`config.mk`:
```
export PLATFORM = sky130hd
export DESIGN_NAME = dma_chan_regs
export DESIGN_NICKNAME = d
export VERILOG_FILES = /design/src/rtl/dcr_pkg.sv /design/src/rtl/dcr_cmd_decode.sv /design/src/rtl/dcr_ctrl_reg.sv /design/src/rtl/dcr_status.sv /design/src/rtl/dma_chan_regs.sv
export SDC_FILE = /design/constraint.sdc
export NUM_CORES = 1
export LEC_CHECK = 0
export ABC_AREA = 1
export BUFFER_PORTS_ARGS = -buffer_cell sky130_fd_sc_hd__buf_2
export CORE_MARGIN = 3
export CORE_UTILIZATION = 54
export CTS_BUF_LIST = sky130_fd_sc_hd__clkbuf_4 sky130_fd_sc_hd__clkbuf_8 sky130_fd_sc_hd__clkbuf_16
export CTS_CLUSTER_SIZE = 25
export DETAILED_ROUTE_END_ITERATION = 10
export PLACE_DENSITY = 0.9
export REMOVE_ABC_BUFFERS = 1
export SLEW_MARGIN = 20
export SYNTH_ARGS = -nofsm -noshare
export SYNTH_HDL_FRONTEND = slang
export SYNTH_SLANG_ARGS = --single-unit
```
`constraint.sdc`:
```
create_clock -name clk -period 2.5 [get_ports clk]
set_clock_uncertainty 0.05 [all_clocks]
set_input_delay 0 -clock clk [delete_from_list [all_inputs] [get_ports clk]]
set_output_delay 0 -clock clk [all_outputs]
set_load 0.005 [all_outputs]
```
`src/rtl/dcr_pkg.sv`:
```
package dcr_pkg;

    localparam int REG_W  = 32;
    localparam int N_IEN  = 7;

    // Word index of each register (byte address bits above 1:0)
    localparam int WI_CMD  = 0;
    localparam int WI_CTRL = 1;
    localparam int WI_DCNT = 2;
    localparam int WI_FIFO = 3;
    localparam int WI_STAT = 4;

    // Status word bit positions
    localparam int SB_IRQ    = 31;
    localparam int SB_LPAUSE = 29;
    localparam int SB_DONE   = 25;
    localparam int SB_LINK   = 19;
    localparam int SB_RING   = 17;
    localparam int SB_ERR    = 15;
    localparam int SB_SWAB   = 14;
    localparam int SB_HWAB   = 13;
    localparam int SB_STOP   = 12;
    localparam int SB_XFERR  = 9;
    localparam int SB_END    = 8;
    localparam int SB_DRQ1   = 7;
    localparam int SB_DRQ0   = 6;

    typedef struct packed {
        logic chan_rst;
        logic clr_done;
        logic clr_ring;
        logic clr_link;
        logic fifo_rst;
        logic abort;
        logic stop;
        logic cont;
        logic start;
    } cmd_t;

    // bit i of the packed value is enable i
    typedef struct packed {
        logic ring;    // 6
        logic link;    // 5
        logic drdy;    // 4
        logic mrdy;    // 3
        logic done;    // 2
        logic lpause;  // 1
        logic master;  // 0
    } ien_t;

    typedef struct packed {
        logic       fifo_off;
        logic       burst;
        logic       swap_dev;
        logic       swap_mem;
        logic       dir;
        logic [2:0] mode;
    } cfg_t;

    typedef struct packed {
        logic lpause;
        logic done;
        logic link;
        logic ring;
        logic swabort;
        logic hwabort;
        logic stopped;
        logic xferr;
    } flags_t;

    // Position of the set bit of enable i; its clear bit sits one lower
    function automatic int ien_set_pos(input int i);
        case (i)
            0:       return 31;
            1:       return 29;
            2:       return 25;
            3:       return 23;
            4:       return 21;
            5:       return 19;
            default: return 17;
        endcase
    endfunction

    // Command word to strobes; a channel reset suppresses the rest
    function automatic cmd_t decode_cmd(input logic hit, input logic [REG_W-1:0] w);
        cmd_t c;
        logic live;
        live       = hit && !w[31];
        c.chan_rst = hit && w[31];
        c.start    = live && w[0];
        c.cont     = live && w[1];
        c.stop     = live && w[2];
        c.abort    = live && w[3];
        c.fifo_rst = live && w[4];
        c.clr_link = live && w[5];
        c.clr_ring = live && w[6];
        c.clr_done = live && w[7];
        return c;
    endfunction

endpackage

```
`src/rtl/dcr_cmd_decode.sv`:
```
module dcr_cmd_decode
    import dcr_pkg::*;
(
    input  logic             hit,
    input  logic [REG_W-1:0] wdata,
    output cmd_t             cmd
);
    logic unused_hi;
    assign unused_hi = ^wdata[30:8];

    assign cmd = decode_cmd(hit, wdata);

endmodule

```
`src/rtl/dcr_ctrl_reg.sv`:
```
module dcr_ctrl_reg
    import dcr_pkg::*;
(
    input  logic             clk,
    input  logic             rst,
    input  logic             chan_rst,
    input  logic             wr,
    input  logic [REG_W-1:0] wdata,
    output cfg_t             cfg,
    output ien_t             ien,
    output logic [REG_W-1:0] rd_word
);
    logic [N_IEN-1:0] en_vec;

    generate
        for (genvar i = 0; i < N_IEN; i++) begin : g_en
            localparam int SP = ien_set_pos(i);
            logic q;
            always_ff @(posedge clk) begin
                if (rst || chan_rst) begin
                    q <= 1'b0;
                end else if (wr) begin
                    if (wdata[SP-1])
                        q <= 1'b0;
                    else if (wdata[SP])
                        q <= 1'b1;
                end
            end
            assign en_vec[i] = q;
        end
    endgenerate

    assign ien = ien_t'(en_vec);

    always_ff @(posedge clk) begin
        if (rst || chan_rst) begin
            cfg <= '0;
        end else if (wr) begin
            cfg.fifo_off <= wdata[15];
            cfg.burst    <= wdata[14];
            cfg.swap_dev <= wdata[6];
            cfg.swap_mem <= wdata[4];
            cfg.dir      <= wdata[3];
            cfg.mode     <= wdata[2:0];
        end
    end

    always_comb begin
        rd_word = '0;
        for (int i = 0; i < N_IEN; i++)
            rd_word[ien_set_pos(i)] = en_vec[i];
        rd_word[15]  = cfg.fifo_off;
        rd_word[14]  = cfg.burst;
        rd_word[6]   = cfg.swap_dev;
        rd_word[4]   = cfg.swap_mem;
        rd_word[3]   = cfg.dir;
        rd_word[2:0] = cfg.mode;
    end

    logic unused_bits;
    assign unused_bits = ^{wdata[27:26], wdata[13:7], wdata[5]};

    // a clear bit overrides its set bit in the same write
    a_r3_clear_wins: assert property (@(posedge clk) disable iff (rst)
        (wr && wdata[30] && wdata[31]) |=> !ien.master);

    // a write with zeros in a pair leaves that enable alone
    a_r3_zero_keeps: assert property (@(posedge clk) disable iff (rst)
        (wr && !chan_rst && !wdata[25] && !wdata[24]) |=> (ien.done == $past(ien.done)));

    // channel reset leaves every enable cleared
    a_r4_ien_cleared: assert property (@(posedge clk) disable iff (rst)
        chan_rst |=> (ien == '0 && cfg == '0));

endmodule

```
`src/rtl/dcr_status.sv`:
```
module dcr_status
    import dcr_pkg::*;
(
    input  logic             clk,
    input  logic             rst,
    input  cmd_t             cmd,
    input  ien_t             ien,
    input  logic             ev_link_done,
    input  logic             ev_chain_done,
    input  logic             ev_link_pause,
    input  logic             ev_ring_event,
    input  logic             ev_xfer_err,
    input  logic [1:0]       drq_in,
    output flags_t           flags,
    output logic             run,
    output logic             irq,
    output logic [REG_W-1:0] stat_word
);
    logic halt;
    assign halt = ev_xfer_err || cmd.abort || cmd.stop || ev_chain_done;

    always_ff @(posedge clk) begin
        if (rst || cmd.chan_rst) begin
            flags <= '0;
            run   <= 1'b0;
        end else begin
            // engine events win over software clears in the same cycle
            if (ev_chain_done)              flags.done <= 1'b1;
            else if (cmd.clr_done || cmd.start) flags.done <= 1'b0;

            if (ev_link_done)               flags.link <= 1'b1;
            else if (cmd.clr_link)          flags.link <= 1'b0;

            if (ev_ring_event)              flags.ring <= 1'b1;
            else if (cmd.clr_ring)          flags.ring <= 1'b0;

            if (ev_link_pause)              flags.lpause <= 1'b1;
            else if (cmd.cont)              flags.lpause <= 1'b0;

            if (ev_xfer_err) begin
                flags.xferr   <= 1'b1;
                flags.hwabort <= 1'b1;
            end else if (cmd.start) begin
                flags.xferr   <= 1'b0;
                flags.hwabort <= 1'b0;
            end

            if (cmd.abort)                  flags.swabort <= 1'b1;
            else if (cmd.start)             flags.swabort <= 1'b0;

            if (cmd.stop)                   flags.stopped <= 1'b1;
            else if (cmd.start)             flags.stopped <= 1'b0;

            if (halt)                       run <= 1'b0;
            else if (cmd.start)             run <= 1'b1;
        end
    end

    assign irq = ien.master && ((flags.lpause && ien.lpause) ||
                                (flags.done   && ien.done)   ||
                                (flags.link   && ien.link)   ||
                                (flags.ring   && ien.ring));

    always_comb begin
        stat_word            = '0;
        stat_word[SB_IRQ]    = irq;
        stat_word[SB_LPAUSE] = flags.lpause;
        stat_word[SB_DONE]   = flags.done;
        stat_word[SB_LINK]   = flags.link;
        stat_word[SB_RING]   = flags.ring;
        stat_word[SB_ERR]    = flags.xferr || flags.hwabort;
        stat_word[SB_SWAB]   = flags.swabort;
        stat_word[SB_HWAB]   = flags.hwabort;
        stat_word[SB_STOP]   = flags.stopped;
        stat_word[SB_XFERR]  = flags.xferr;
        stat_word[SB_END]    = !run;
        stat_word[SB_DRQ1]   = drq_in[1];
        stat_word[SB_DRQ0]   = drq_in[0];
    end

    logic unused_en;
    assign unused_en = ien.mrdy ^ ien.drdy ^ cmd.fifo_rst;

    // done stays raised until cleared by strobe or start
    a_r5_done_sticky: assert property (@(posedge clk) disable iff (rst)
        (flags.done && !cmd.clr_done && !cmd.start && !cmd.chan_rst) |=> flags.done);

    // link complete survives everything but its own strobe
    a_r5_link_sticky: assert property (@(posedge clk) disable iff (rst)
        (flags.link && !cmd.clr_link && !cmd.chan_rst) |=> flags.link);

    // an uncontested start leaves the channel running
    a_r6_start_runs: assert property (@(posedge clk) disable iff (rst)
        (cmd.start && !halt && !cmd.chan_rst) |=> run);

    // a transfer error halts the channel and latches
    a_r7_err_halts: assert property (@(posedge clk) disable iff (rst)
        (ev_xfer_err && !cmd.chan_rst) |=> (!run && flags.xferr && flags.hwabort));

    // no interrupt without the master enable
    a_r8_irq_master: assert property (@(posedge clk) disable iff (rst)
        irq |-> ien.master);

endmodule

```
`src/rtl/dma_chan_regs.sv`:
```
module dma_chan_regs
    import dcr_pkg::*;
#(
    parameter int ADDR_W     = 6,
    parameter int FIFO_DEPTH = 64,
    parameter int BCNT_W     = 8,
    parameter int FILL_W     = $clog2(FIFO_DEPTH + 1)
) (
    input  logic              clk,
    input  logic              rst,
    input  logic              reg_wr,
    input  logic [ADDR_W-1:0] reg_addr,
    input  logic [31:0]       reg_wdata,
    output logic [31:0]       reg_rdata,
    input  logic              ev_link_done,
    input  logic              ev_chain_done,
    input  logic              ev_link_pause,
    input  logic              ev_ring_event,
    input  logic              ev_xfer_err,
    input  logic              ev_byte_vld,
    input  logic [BCNT_W-1:0] ev_byte_cnt,
    input  logic [FILL_W-1:0] fifo_fill,
    input  logic [1:0]        drq_in,
    output logic              irq,
    output logic              chan_run,
    output logic              go_start,
    output logic              go_cont,
    output logic              go_stop,
    output logic              go_abort,
    output logic              go_fifo_rst,
    output logic [2:0]        cfg_mode,
    output logic              cfg_dir,
    output logic              cfg_burst,
    output logic              cfg_fifo_off,
    output logic              cfg_swap_dev,
    output logic              cfg_swap_mem
);
    localparam int WIDX_W = ADDR_W - 2;
    localparam int CNT_W  = 8;

    logic [WIDX_W-1:0] widx;
    logic              hit_cmd, hit_ctrl, hit_dcnt;
    cmd_t              cmd;
    cfg_t              cfg;
    ien_t              ien;
    flags_t            flags;
    logic [REG_W-1:0]  ctrl_word, stat_word, fifo_word;
    logic [REG_W-1:0]  dcnt_q;

    assign widx     = reg_addr[ADDR_W-1:2];
    assign hit_cmd  = reg_wr && (int'(widx) == WI_CMD);
    assign hit_ctrl = reg_wr && (int'(widx) == WI_CTRL);
    assign hit_dcnt = reg_wr && (int'(widx) == WI_DCNT);

    logic unused_lo;
    assign unused_lo = ^reg_addr[1:0];

    dcr_cmd_decode u_dec (
        .hit   (hit_cmd),
        .wdata (reg_wdata),
        .cmd   (cmd)
    );

    dcr_ctrl_reg u_ctrl (
        .clk      (clk),
        .rst      (rst),
        .chan_rst (cmd.chan_rst),
        .wr       (hit_ctrl),
        .wdata    (reg_wdata),
        .cfg      (cfg),
        .ien      (ien),
        .rd_word  (ctrl_word)
    );

    dcr_status u_stat (
        .clk           (clk),
        .rst           (rst),
        .cmd           (cmd),
        .ien           (ien),
        .ev_link_done  (ev_link_done),
        .ev_chain_done (ev_chain_done),
        .ev_link_pause (ev_link_pause),
        .ev_ring_event (ev_ring_event),
        .ev_xfer_err   (ev_xfer_err),
        .drq_in        (drq_in),
        .flags         (flags),
        .run           (chan_run),
        .irq           (irq),
        .stat_word     (stat_word)
    );

    // Device-side byte counter: load wins over accumulate
    always_ff @(posedge clk) begin
        if (rst || cmd.chan_rst)
            dcnt_q <= '0;
        else if (hit_dcnt)
            dcnt_q <= reg_wdata;
        else if (ev_byte_vld)
            dcnt_q <= dcnt_q + REG_W'(ev_byte_cnt);
    end

    // FIFO occupancy view
    logic [CNT_W-1:0] fill8, empty8;
    assign fill8  = CNT_W'(fifo_fill);
    assign empty8 = CNT_W'(FIFO_DEPTH) - fill8;

    always_comb begin
        fifo_word        = '0;
        fifo_word[7:0]   = fill8;
        fifo_word[23:16] = empty8;
    end

    always_comb begin
        case (int'(widx))
            WI_CTRL: reg_rdata = ctrl_word;
            WI_DCNT: reg_rdata = dcnt_q;
            WI_FIFO: reg_rdata = fifo_word;
            WI_STAT: reg_rdata = stat_word;
            default: reg_rdata = '0;
        endcase
    end

    assign go_start     = cmd.start;
    assign go_cont      = cmd.cont;
    assign go_stop      = cmd.stop;
    assign go_abort     = cmd.abort;
    assign go_fifo_rst  = cmd.fifo_rst;
    assign cfg_mode     = cfg.mode;
    assign cfg_dir      = cfg.dir;
    assign cfg_burst    = cfg.burst;
    assign cfg_fifo_off = cfg.fifo_off;
    assign cfg_swap_dev = cfg.swap_dev;
    assign cfg_swap_mem = cfg.swap_mem;

    logic unused_fl;
    assign unused_fl = ^flags;

    // a counter write takes the written value regardless of byte events
    a_r9_count_load: assert property (@(posedge clk) disable iff (rst)
        (hit_dcnt && !cmd.chan_rst) |=> (dcnt_q == $past(reg_wdata)));

    // channel reset clears the byte counter
    a_r4_count_cleared: assert property (@(posedge clk) disable iff (rst)
        cmd.chan_rst |=> (dcnt_q == '0 && !chan_run));

    // strobes are single-cycle pulses tied to command writes
    a_r1_strobe_source: assert property (@(posedge clk) disable iff (rst)
        (go_start || go_stop || go_abort || go_cont || go_fifo_rst) |-> hit_cmd);

endmodule

```
==> flow_results.xml, run 1 <==
<?xml version="1.0" encoding="UTF-8"?>
<metrics>
  <group name="yosys">
    <metric name="synth-seq-area-share" unit="%">27.0</metric>
    <metric name="synth-main-ff-cell" unit="">sky130_fd_sc_hd__dfxtp_1</metric>
    <metric name="yosysWarningCount" unit="">0</metric>
    <metric name="number_of_flops_mapped_to_enable_cells_by_yosys" unit="">0</metric>
    <metric name="synth_async_sr_flop_share" unit="%">0</metric>
    <metric name="syn_area_cell" unit="um2">6.05</metric>
    <metric name="synth.cell_area" unit="um2">4070</metric>
    <metric name="synth.ff_latch_count" unit="">55</metric>
    <metric name="syn-instance-count" unit="">673</metric>
    <metric name="ys_types" unit="">42</metric>
  </group>
  <group name="power">
    <metric name="p_leak" unit="uW">0.00246</metric>
    <metric name="power_density" unit="nW/um2">380</metric>
    <metric name="post-layout-total-power" unit="uW">1930</metric>
    <metric name="worst_ir_drop_vdd" unit="mV">0.317</metric>
    <metric name="clock_power_share" unit="%">27.8</metric>
    <metric name="power.net_switching" unit="uW">640</metric>
    <metric name="power.internal" unit="uW">1290</metric>
    <metric name="switching_share" unit="%">33.1</metric>
    <metric name="power.combinational.fraction" unit="%">23.7</metric>
    <metric name="power.sequential.fraction" unit="%">48.5</metric>
  </group>
  <group name="floorplanning">
    <metric name="io_pins" unit="">111</metric>
    <metric name="die_width" unit="um">92.8</metric>
    <metric name="die_area" unit="um2">8620</metric>
    <metric name="floorplan.initialDensity" unit="%">55.8</metric>
    <metric name="rows" unit="">31</metric>
    <metric name="core_area" unit="um2">7290</metric>
    <metric name="die_y" unit="um">92.8</metric>
  </group>
  <group name="worst_hold_path">
    <metric name="whs_path_depth" unit="">5</metric>
    <metric name="hold_end" unit="">dcnt_q[26]</metric>
    <metric name="hold_path.startpoint" unit="">reg_wdata[26]</metric>
    <metric name="class_of_the_tightest_hold_or_removal_check" unit="">primary input to flop</metric>
  </group>
  <group name="timing">
    <metric name="rsz0062_at_grt" unit="">no</metric>
    <metric name="final_hold_viol_count" unit="">0</metric>
    <metric name="finalMaxSlewViolations" unit="">0</metric>
    <metric name="fin_tns_setup" unit="ns">0</metric>
    <metric name="timing.fmax" unit="MHz">444</metric>
    <metric name="final.period_utilization" unit="%">90.0</metric>
    <metric name="period_needed" unit="ns">2.25</metric>
    <metric name="worst_slew_pin_slew" unit="ns">0.689</metric>
    <metric name="max-slew-margin-rel" unit="%">54.0</metric>
    <metric name="timing.final.setup_violations" unit="">0</metric>
  </group>
  <group name="global_routing">
    <metric name="first_global_vias" unit="">4942</metric>
    <metric name="pin_count_of_the_biggest_net_entering_global_routing" unit="">28</metric>
    <metric name="global_route.usage.total" unit="%">33.8</metric>
    <metric name="grt_antenna_before_repair" unit="">0</metric>
    <metric name="grt_overflow_total" unit="">0</metric>
    <metric name="grt_pass1_wl" unit="um">23300</metric>
  </group>
  <group name="critical_path">
    <metric name="cpMaxStageDelayCell" unit="">sky130_fd_sc_hd__dlygate4sd3_1</metric>
    <metric name="worst_path_most_repeated_cell" unit="">sky130_fd_sc_hd__dlygate4sd3_1</metric>
    <metric name="crit_arrival" unit="ns">2.43</metric>
    <metric name="timing.reg2reg.setup_slack" unit="ns">0.47</metric>
    <metric name="worstPathCellList" unit="">dlygate4sd3_1, buf_2, nor2_2, nand2_1, a21oi_1, dlygate4sd3_1, nor2_1, dlygate4sd3_1</metric>
    <metric name="crit_path_start_kind" unit="">primary input</metric>
    <metric name="critical_path.max_stage_delay" unit="ns">0.58</metric>
    <metric name="required" unit="ns">2.68</metric>
    <metric name="worst_r2r_path_depth" unit="">9</metric>
    <metric name="worst_r2r_startpoint" unit="">dcnt_q[0]</metric>
    <metric name="critical_path.reg2reg.endpoint" unit="">dcnt_q[12]</metric>
    <metric name="worst_path_dominant_cell_family" unit="">buffers and inverters</metric>
    <metric name="setup.worst_path.class" unit="">primary input to flop</metric>
    <metric name="crit_buf_inv" unit="">4</metric>
    <metric name="critPathCaptureType" unit="">flop</metric>
    <metric name="path_max_fanout" unit="">5</metric>
  </group>
  <group name="detailed_routing">
    <metric name="met2RoutedLength" unit="um">6810</metric>
    <metric name="firstDrtPassIters" unit="">6</metric>
    <metric name="detail_route.vias_per_cell" unit="">5.67</metric>
    <metric name="initialDrtViolationCount" unit="">537</metric>
    <metric name="remaining_drc_errors" unit="">0</metric>
    <metric name="highest-signal-layer" unit="">met4</metric>
    <metric name="ant_nets" unit="">0</metric>
    <metric name="wl_met1" unit="um">5760</metric>
    <metric name="via_count" unit="">5149</metric>
    <metric name="wl_cell" unit="um">16.1</metric>
    <metric name="detail_route.wirelength" unit="um">14600</metric>
    <metric name="met3WireLength" unit="um">1400</metric>
  </group>
  <group name="place">
    <metric name="post_dp_cell_area" unit="um2">4640</metric>
    <metric name="port-buffer-count" unit="">108</metric>
    <metric name="post-dp-hpwl" unit="um">10500</metric>
    <metric name="routabilityCongestion" unit="">0.963</metric>
  </group>
  <group name="outcome">
    <metric name="run_status" unit="">completed</metric>
  </group>
  <group name="finish">
    <metric name="drive_gt1_share" unit="%">19.5</metric>
    <metric name="antenna_cells_inserted" unit="">0</metric>
    <metric name="final_util" unit="%">69.8</metric>
    <metric name="syn2layout_area_growth" unit="%">25.0</metric>
    <metric name="final_common_cell" unit="">sky130_fd_sc_hd__nand2_1</metric>
    <metric name="nets" unit="">882</metric>
    <metric name="finished_cell_area" unit="um2">5090</metric>
    <metric name="layout_common_cells" unit="">sky130_fd_sc_hd__nand2_1, sky130_fd_sc_hd__inv_1, sky130_fd_sc_hd__buf_2, sky130_fd_sc_hd__nand3_1, sky130_fd_sc_hd__nor2_1</metric>
  </group>
  <group name="clocking">
    <metric name="cts_root_buf" unit="">sky130_fd_sc_hd__clkbuf_8</metric>
    <metric name="clk_pin_slew_worst_paths" unit="ns">0.12</metric>
    <metric name="clock_sink_count" unit="">55</metric>
    <metric name="h-tree-depth" unit="">2</metric>
    <metric name="cts-root-to-sink-buffers" unit="">2</metric>
    <metric name="cts_inserted_buffers" unit="">5</metric>
    <metric name="ctsResizeCount" unit="">0</metric>
    <metric name="clock_insertion_delay_worst_skew" unit="ns">0.32</metric>
    <metric name="clock_tree_from_tritoncts" unit="">built</metric>
  </group>
  <group name="flow_run">
    <metric name="maxCapViolCount" unit="">0</metric>
  </group>
</metrics>
## state kept, by name, summed over array words and instances (netlist names)
signal,cells
u_ctrl.cfg,8
u_stat.run,1
u_stat.flags,7
dcnt_q,32
u_ctrl.g_en.q,7
## layer usage
layer	up-vias	global-route usage, %
met4	0	14.8
li1	2446	-
met3	57	4.96
met5	-	0
met2	337	57.4
met1	2309	42.2
## cells in the mapped netlist, types with 2 or more instances
| cell | instances | area, um2 |
|---|---|---|
| sky130_fd_sc_hd__nand2_1 | 171 | 642 |
| sky130_fd_sc_hd__inv_1 | 108 | 405 |
| sky130_fd_sc_hd__nand3_1 | 70 | 350 |
| sky130_fd_sc_hd__nor2_1 | 56 | 210 |
| sky130_fd_sc_hd__dfxtp_1 | 55 | 1100 |
| sky130_fd_sc_hd__a21oi_1 | 45 | 225 |
| sky130_fd_sc_hd__o21ai_0 | 20 | 100 |
| sky130_fd_sc_hd__inv_2 | 16 | 60.1 |
| sky130_fd_sc_hd__o21ai_1 | 16 | 80.1 |
| sky130_fd_sc_hd__o22ai_1 | 14 | 87.6 |
| sky130_fd_sc_hd__o221ai_1 | 12 | 105 |
| sky130_fd_sc_hd__a31oi_1 | 10 | 62.6 |
| sky130_fd_sc_hd__ha_1 | 9 | 113 |
| sky130_fd_sc_hd__buf_2 | 7 | 35.0 |
| sky130_fd_sc_hd__nand4_1 | 6 | 37.5 |
| sky130_fd_sc_hd__clkbuf_1 | 5 | 18.8 |
| sky130_fd_sc_hd__nand2_2 | 5 | 31.3 |
| sky130_fd_sc_hd__nor3_1 | 5 | 25.0 |
| sky130_fd_sc_hd__buf_4 | 4 | 30.0 |
| sky130_fd_sc_hd__buf_6 | 4 | 45.0 |
| sky130_fd_sc_hd__xor2_1 | 4 | 35.0 |
| sky130_fd_sc_hd__nor2_2 | 3 | 18.8 |
| sky130_fd_sc_hd__a21oi_2 | 2 | 17.5 |
| sky130_fd_sc_hd__nand2_4 | 2 | 22.5 |
| sky130_fd_sc_hd__nor3_2 | 2 | 20.0 |
| sky130_fd_sc_hd__o2111ai_1 | 2 | 17.5 |
| sky130_fd_sc_hd__o211ai_1 | 2 | 15.0 |
| sky130_fd_sc_hd__o32ai_1 | 2 | 17.5 |
| sky130_fd_sc_hd__or2_2 | 2 | 12.5 |
| sky130_fd_sc_hd__xnor2_1 | 2 | 17.5 |
## power by group through the flow
| stage | logic, uW | registers [uW] | clock network [uW] |
|---|---|---|---|
| after global routing | 503 | 942 | 576 |
| after floorplan | 244 | 947 | 0 |
| after detailed placement | 396 | 957 | 0 |
| after global placement | 384 | 955 | 0 |
| final | 458 | 938 | 537 |
| after CTS | 444 | 937 | 531 |
## tightest hold or removal path, cell delays in order
cell                      delay (ns)
sky130_fd_sc_hd__buf_2          0.09
sky130_fd_sc_hd__nand2_1        0.05
sky130_fd_sc_hd__o21ai_0        0.09
sky130_fd_sc_hd__inv_2          0.05
sky130_fd_sc_hd__a21oi_1        0.05
## final cells by class
class	instances	area, um2
Timing Repair Buffer	148	931
Fill cell	665	2200
Clock inverter	3	22.5
Tap cell	99	124
Inverter	126	475
Clock buffer	5	68.8
Sequential cell	55	1100
Multi-Input combinational cell	472	2370
## timing repair
item                                    CTS  global route
hold endpoints to repair                 37             0
hold buffers                             36             0
buffers inserted                          0             0
endpoints found under the setup margin    0             0
## cells by family after synthesis
| logic type | Yosys count | share of synthesized area (%) |
|---|---|---|
| compound gates | 128 | 18.6 |
| flops | 55 | 27.0 |
| fa+ha+maj | 10 | 3.26 |
| simple gates | 328 | 35.0 |
| buf+inv | 146 | 14.8 |
| xor+xnor | 6 | 1.29 |
## metrics by stage
stage | setup slack [ns] | hold slack, ns | cells
global placement | 0.544 | 0.155 | 864
floorplan | 0.636 | 0.0408 | 653
CTS | 0.402 | 0.00263 | 908
detailed placement | 0.506 | 0.176 | 864
global route | 0.239 | 0.0229 | 908
finish | 0.249 | 0.000608 | 908
## worst max-delay path by stage
stage | from | endpoint | slack, ns | depth (start not counted)
4_1_cts | reg_wdata[31] | u_stat.flags[4] | 0.40 | 8
5_1_grt | dcnt_q[0] | dcnt_q[12] | 0.24 | 9
2_1_floorplan | reg_addr[5] | u_ctrl.g_en[5].q | 0.64 | 8
6_report | reg_wdata[31] | u_stat.flags[4] | 0.25 | 8
3_5_place_dp | dcnt_q[0] | dcnt_q[12] | 0.51 | 9
3_3_place_gp | dcnt_q[0] | dcnt_q[28] | 0.54 | 10
Power figures use the tool's default switching activity.
==> run 2, diff against run 1 <==
==> constraint.sdc (replaced) <==
create_clock -name clk -period 2.5 [get_ports clk]
set_clock_uncertainty 0.05 [all_clocks]
set_input_delay 0.625 -clock clk [delete_from_list [all_inputs] [get_ports clk]]
set_output_delay 0.625 -clock clk [all_outputs]
set_load 0.005 [all_outputs]
==> run 2 against run 1 <==
  * Maximum frequency fell by 9.8%
  * Via count shrank 3.4%
  * Critical path depth is the same
  * Final cell count shrank 2.8%
  * Cell area down 4.1%
  * Die area is the same
  * Clock-buffer cell count unchanged
  * Sequential share of layout area grew 0.93 points
  * Wire length shrank 6.8%
==> flow_results.xml, run 2 (same netlist as run 1, synthesis figures left out) <==
<?xml version="1.0" encoding="UTF-8"?>
<metrics>
  <group name="finish">
    <metric name="layout_top_registers" unit="">dcnt_q: 32 flops, u_ctrl.cfg: 8 flops</metric>
    <metric name="syn2layout_area_growth" unit="%">19.9</metric>
    <metric name="drive_gt1_share" unit="%">22.3</metric>
    <metric name="antenna_cells_inserted" unit="">0</metric>
    <metric name="finished_cell_area" unit="um2">4880</metric>
    <metric name="largest_register" unit="">dcnt_q</metric>
    <metric name="flip_flop_count_of_the_largest_register_all_copies_and_words_added" unit="">32</metric>
    <metric name="fillCellCount" unit="">718</metric>
    <metric name="layout_common_cells" unit="">sky130_fd_sc_hd__nand2_1, sky130_fd_sc_hd__buf_2, sky130_fd_sc_hd__inv_1, sky130_fd_sc_hd__nand3_1, sky130_fd_sc_hd__dfxtp_1</metric>
    <metric name="final_common_cell" unit="">sky130_fd_sc_hd__nand2_1</metric>
    <metric name="nets" unit="">857</metric>
  </group>
  <group name="clocking">
    <metric name="cts-root-to-sink-buffers" unit="">2</metric>
    <metric name="clock_sink_count" unit="">55</metric>
    <metric name="cts_root_buf" unit="">sky130_fd_sc_hd__clkbuf_8</metric>
    <metric name="clk_pin_slew_worst_paths" unit="ns">0.10</metric>
    <metric name="clock_tree_from_tritoncts" unit="">built</metric>
    <metric name="cts_setup_buffers" unit="">0</metric>
    <metric name="h-tree-depth" unit="">2</metric>
    <metric name="cts_inserted_buffers" unit="">5</metric>
    <metric name="clock_insertion_delay_worst_skew" unit="ns">0.33</metric>
  </group>
  <group name="place">
    <metric name="post-dp-hpwl" unit="um">10600</metric>
    <metric name="post_dp_cell_area" unit="um2">4740</metric>
    <metric name="port-buffer-count" unit="">108</metric>
    <metric name="routabilityCongestion" unit="">0.980</metric>
  </group>
  <group name="critical_path">
    <metric name="critical_path.reg2reg.endpoint" unit="">dcnt_q[22]</metric>
    <metric name="crit_path_start_kind" unit="">primary input</metric>
    <metric name="worst_path_dominant_cell_family" unit="">buffers and inverters</metric>
    <metric name="critPathCaptureType" unit="">output port</metric>
    <metric name="crit_arrival" unit="ns">1.82</metric>
    <metric name="worst_r2r_startpoint" unit="">dcnt_q[0]</metric>
    <metric name="crit_buf_inv" unit="">5</metric>
    <metric name="timing.reg2reg.setup_slack" unit="ns">0.46</metric>
    <metric name="worst_r2r_path_depth" unit="">12</metric>
    <metric name="path_max_fanout" unit="">7</metric>
    <metric name="required" unit="ns">1.82</metric>
    <metric name="critical_path.max_stage_delay" unit="ns">0.27</metric>
    <metric name="worstPathCellList" unit="">buf_2, inv_1, nand2_1, inv_1, nand3_2, buf_4, o32ai_1, buf_2</metric>
    <metric name="setup.worst_path.class" unit="">primary input to output port</metric>
    <metric name="cpMaxStageDelayCell" unit="">sky130_fd_sc_hd__o32ai_1</metric>
  </group>
  <group name="timing">
    <metric name="final.period_utilization" unit="%">99.8</metric>
    <metric name="timing.fmax" unit="MHz">401</metric>
    <metric name="final_hold_viol_count" unit="">0</metric>
    <metric name="finalMaxSlewViolations" unit="">0</metric>
    <metric name="period_needed" unit="ns">2.49</metric>
    <metric name="timing.final.setup_violations" unit="">0</metric>
    <metric name="worst_slew_pin_slew" unit="ns">0.545</metric>
    <metric name="worst_hold_slack" unit="ns">0.424</metric>
    <metric name="max-slew-margin-rel" unit="%">63.6</metric>
    <metric name="rsz0062_at_grt" unit="">yes</metric>
  </group>
  <group name="detailed_routing">
    <metric name="remaining_drc_errors" unit="">0</metric>
    <metric name="detail_route.vias_per_cell" unit="">5.63</metric>
    <metric name="wl_cell" unit="um">15.4</metric>
    <metric name="detail_route.wirelength" unit="um">13600</metric>
    <metric name="ant_nets" unit="">0</metric>
    <metric name="firstDrtPassIters" unit="">6</metric>
    <metric name="initialDrtViolationCount" unit="">567</metric>
    <metric name="via_count" unit="">4972</metric>
  </group>
  <group name="worst_hold_path">
    <metric name="hold_path.startpoint" unit="">u_stat.flags[1]</metric>
    <metric name="hold_end" unit="">u_stat.flags[1]</metric>
    <metric name="whs_path_depth" unit="">2</metric>
    <metric name="class_of_the_tightest_hold_or_removal_check" unit="">flop to flop</metric>
  </group>
  <group name="global_routing">
    <metric name="global_route.usage.total" unit="%">31.2</metric>
    <metric name="grt_antenna_before_repair" unit="">0</metric>
    <metric name="pin_count_of_the_biggest_net_entering_global_routing" unit="">29</metric>
    <metric name="busiest_layer" unit="">met2</metric>
    <metric name="met1_usage" unit="%">41.2</metric>
    <metric name="grt_overflow_total" unit="">0</metric>
    <metric name="use_met3" unit="%">3.49</metric>
    <metric name="grt_pass1_wl" unit="um">21600</metric>
    <metric name="first_global_vias" unit="">4645</metric>
    <metric name="globalRouteMet2Util" unit="%">50.7</metric>
  </group>
  <group name="power">
    <metric name="power_density" unit="nW/um2">408</metric>
    <metric name="worst_ir_drop_vdd" unit="mV">0.223</metric>
    <metric name="p_leak" unit="uW">0.00236</metric>
    <metric name="post-layout-total-power" unit="uW">1990</metric>
  </group>
  <group name="outcome">
    <metric name="run_status" unit="">completed</metric>
  </group>
  <group name="floorplanning">
    <metric name="core_area" unit="um2">7290</metric>
    <metric name="die_y" unit="um">92.8</metric>
    <metric name="io_pins" unit="">111</metric>
    <metric name="die_area" unit="um2">8620</metric>
    <metric name="rows" unit="">31</metric>
    <metric name="floorplan.initialDensity" unit="%">55.8</metric>
    <metric name="die_width" unit="um">92.8</metric>
  </group>
  <group name="flow_run">
    <metric name="maxCapViolCount" unit="">0</metric>
  </group>
</metrics>
==> run 2: cell types whose count changed in the layout (fill, tap and decap cells not counted), sizes merged <==
| cell | before | now |
|---|---|---|
| dlygate4sd3 | 36 | 0 |
| buf | 112 | 123 |
| clkinv | 3 | 1 |
| bufinv | 0 | 1 |
| clkinvlp | 0 | 1 |
==> run 2: how the worst max path moves through the flow <==
| stage | startpoint | to | cells after the start |
|---|---|---|---|
| 6_report | reg_addr[5] | reg_rdata[20] | 8 |
| 5_1_grt | reg_addr[5] | reg_rdata[19] | 8 |
| 4_1_cts | reg_addr[5] | go_cont | 9 |
| 3_5_place_dp | reg_addr[5] | reg_rdata[20] | 8 |
| 3_3_place_gp | reg_addr[4] | reg_rdata[20] | 8 |
| 2_1_floorplan | reg_addr[5] | reg_rdata[6] | 6 |
==> run 2: stage by stage <==
step	setup slack [ns]	instances	utilization, %	TNS [ns]
after CTS	0.0380	883	66.7	0
after floorplan	-0.170	653	-	-0.719
after global routing	-0.0254	883	66.9	-0.0949
final	0.00565	883	66.9	0
after global placement	0.0340	875	65.1	0
after detailed placement	-0.0147	875	65.1	-0.0147
==> run 2: metal layers <==
| metal | vias up | share of wire (%) |
|---|---|---|
| met5 | - | 0 |
| met4 | 0 | 3.9 |
| met3 | 49 | 11 |
| met2 | 306 | 45 |
| met1 | 2211 | 41 |
| li1 | 2406 | - |
==> run 2: worst register-to-register path: cells and delay by family, from the launching register on <==
family                     cells  cell delay (ns)
DFF                            1             0.33
adders and majority gates      2             0.65
AOI/OAI and AO/OA              1             0.15
and+or+nand+nor                9             0.78
==> run 2: repair_timing <==
item | in CTS | in global routing
hold endpoints to repair | 0 | 0
cloned | 0 | 0
hold buffers | 0 | 0
gates resized for setup | 1 | 8
endpoints found under the setup margin | 1 | 9
==> run 2: cell type report <==
| cell class | instances | area [um2] | area share (%) |
|---|---|---|---|
| clock buffer | 5 | 68.8 | 1.41 |
| clock inverter | 3 | 46.3 | 0.949 |
| inverter | 126 | 475 | 9.74 |
| multi-input combinational | 472 | 2390 | 48.9 |
| sequential | 55 | 1100 | 22.6 |
| tap | 99 | 124 | 2.54 |
| timing repair buffer | 123 | 678 | 13.9 |
==> run 2: power by group <==
group	internal [uW]	switching, uW	total (uW)
registers	909	30.1	939
logic	154	260	414
clock network	303	338	640
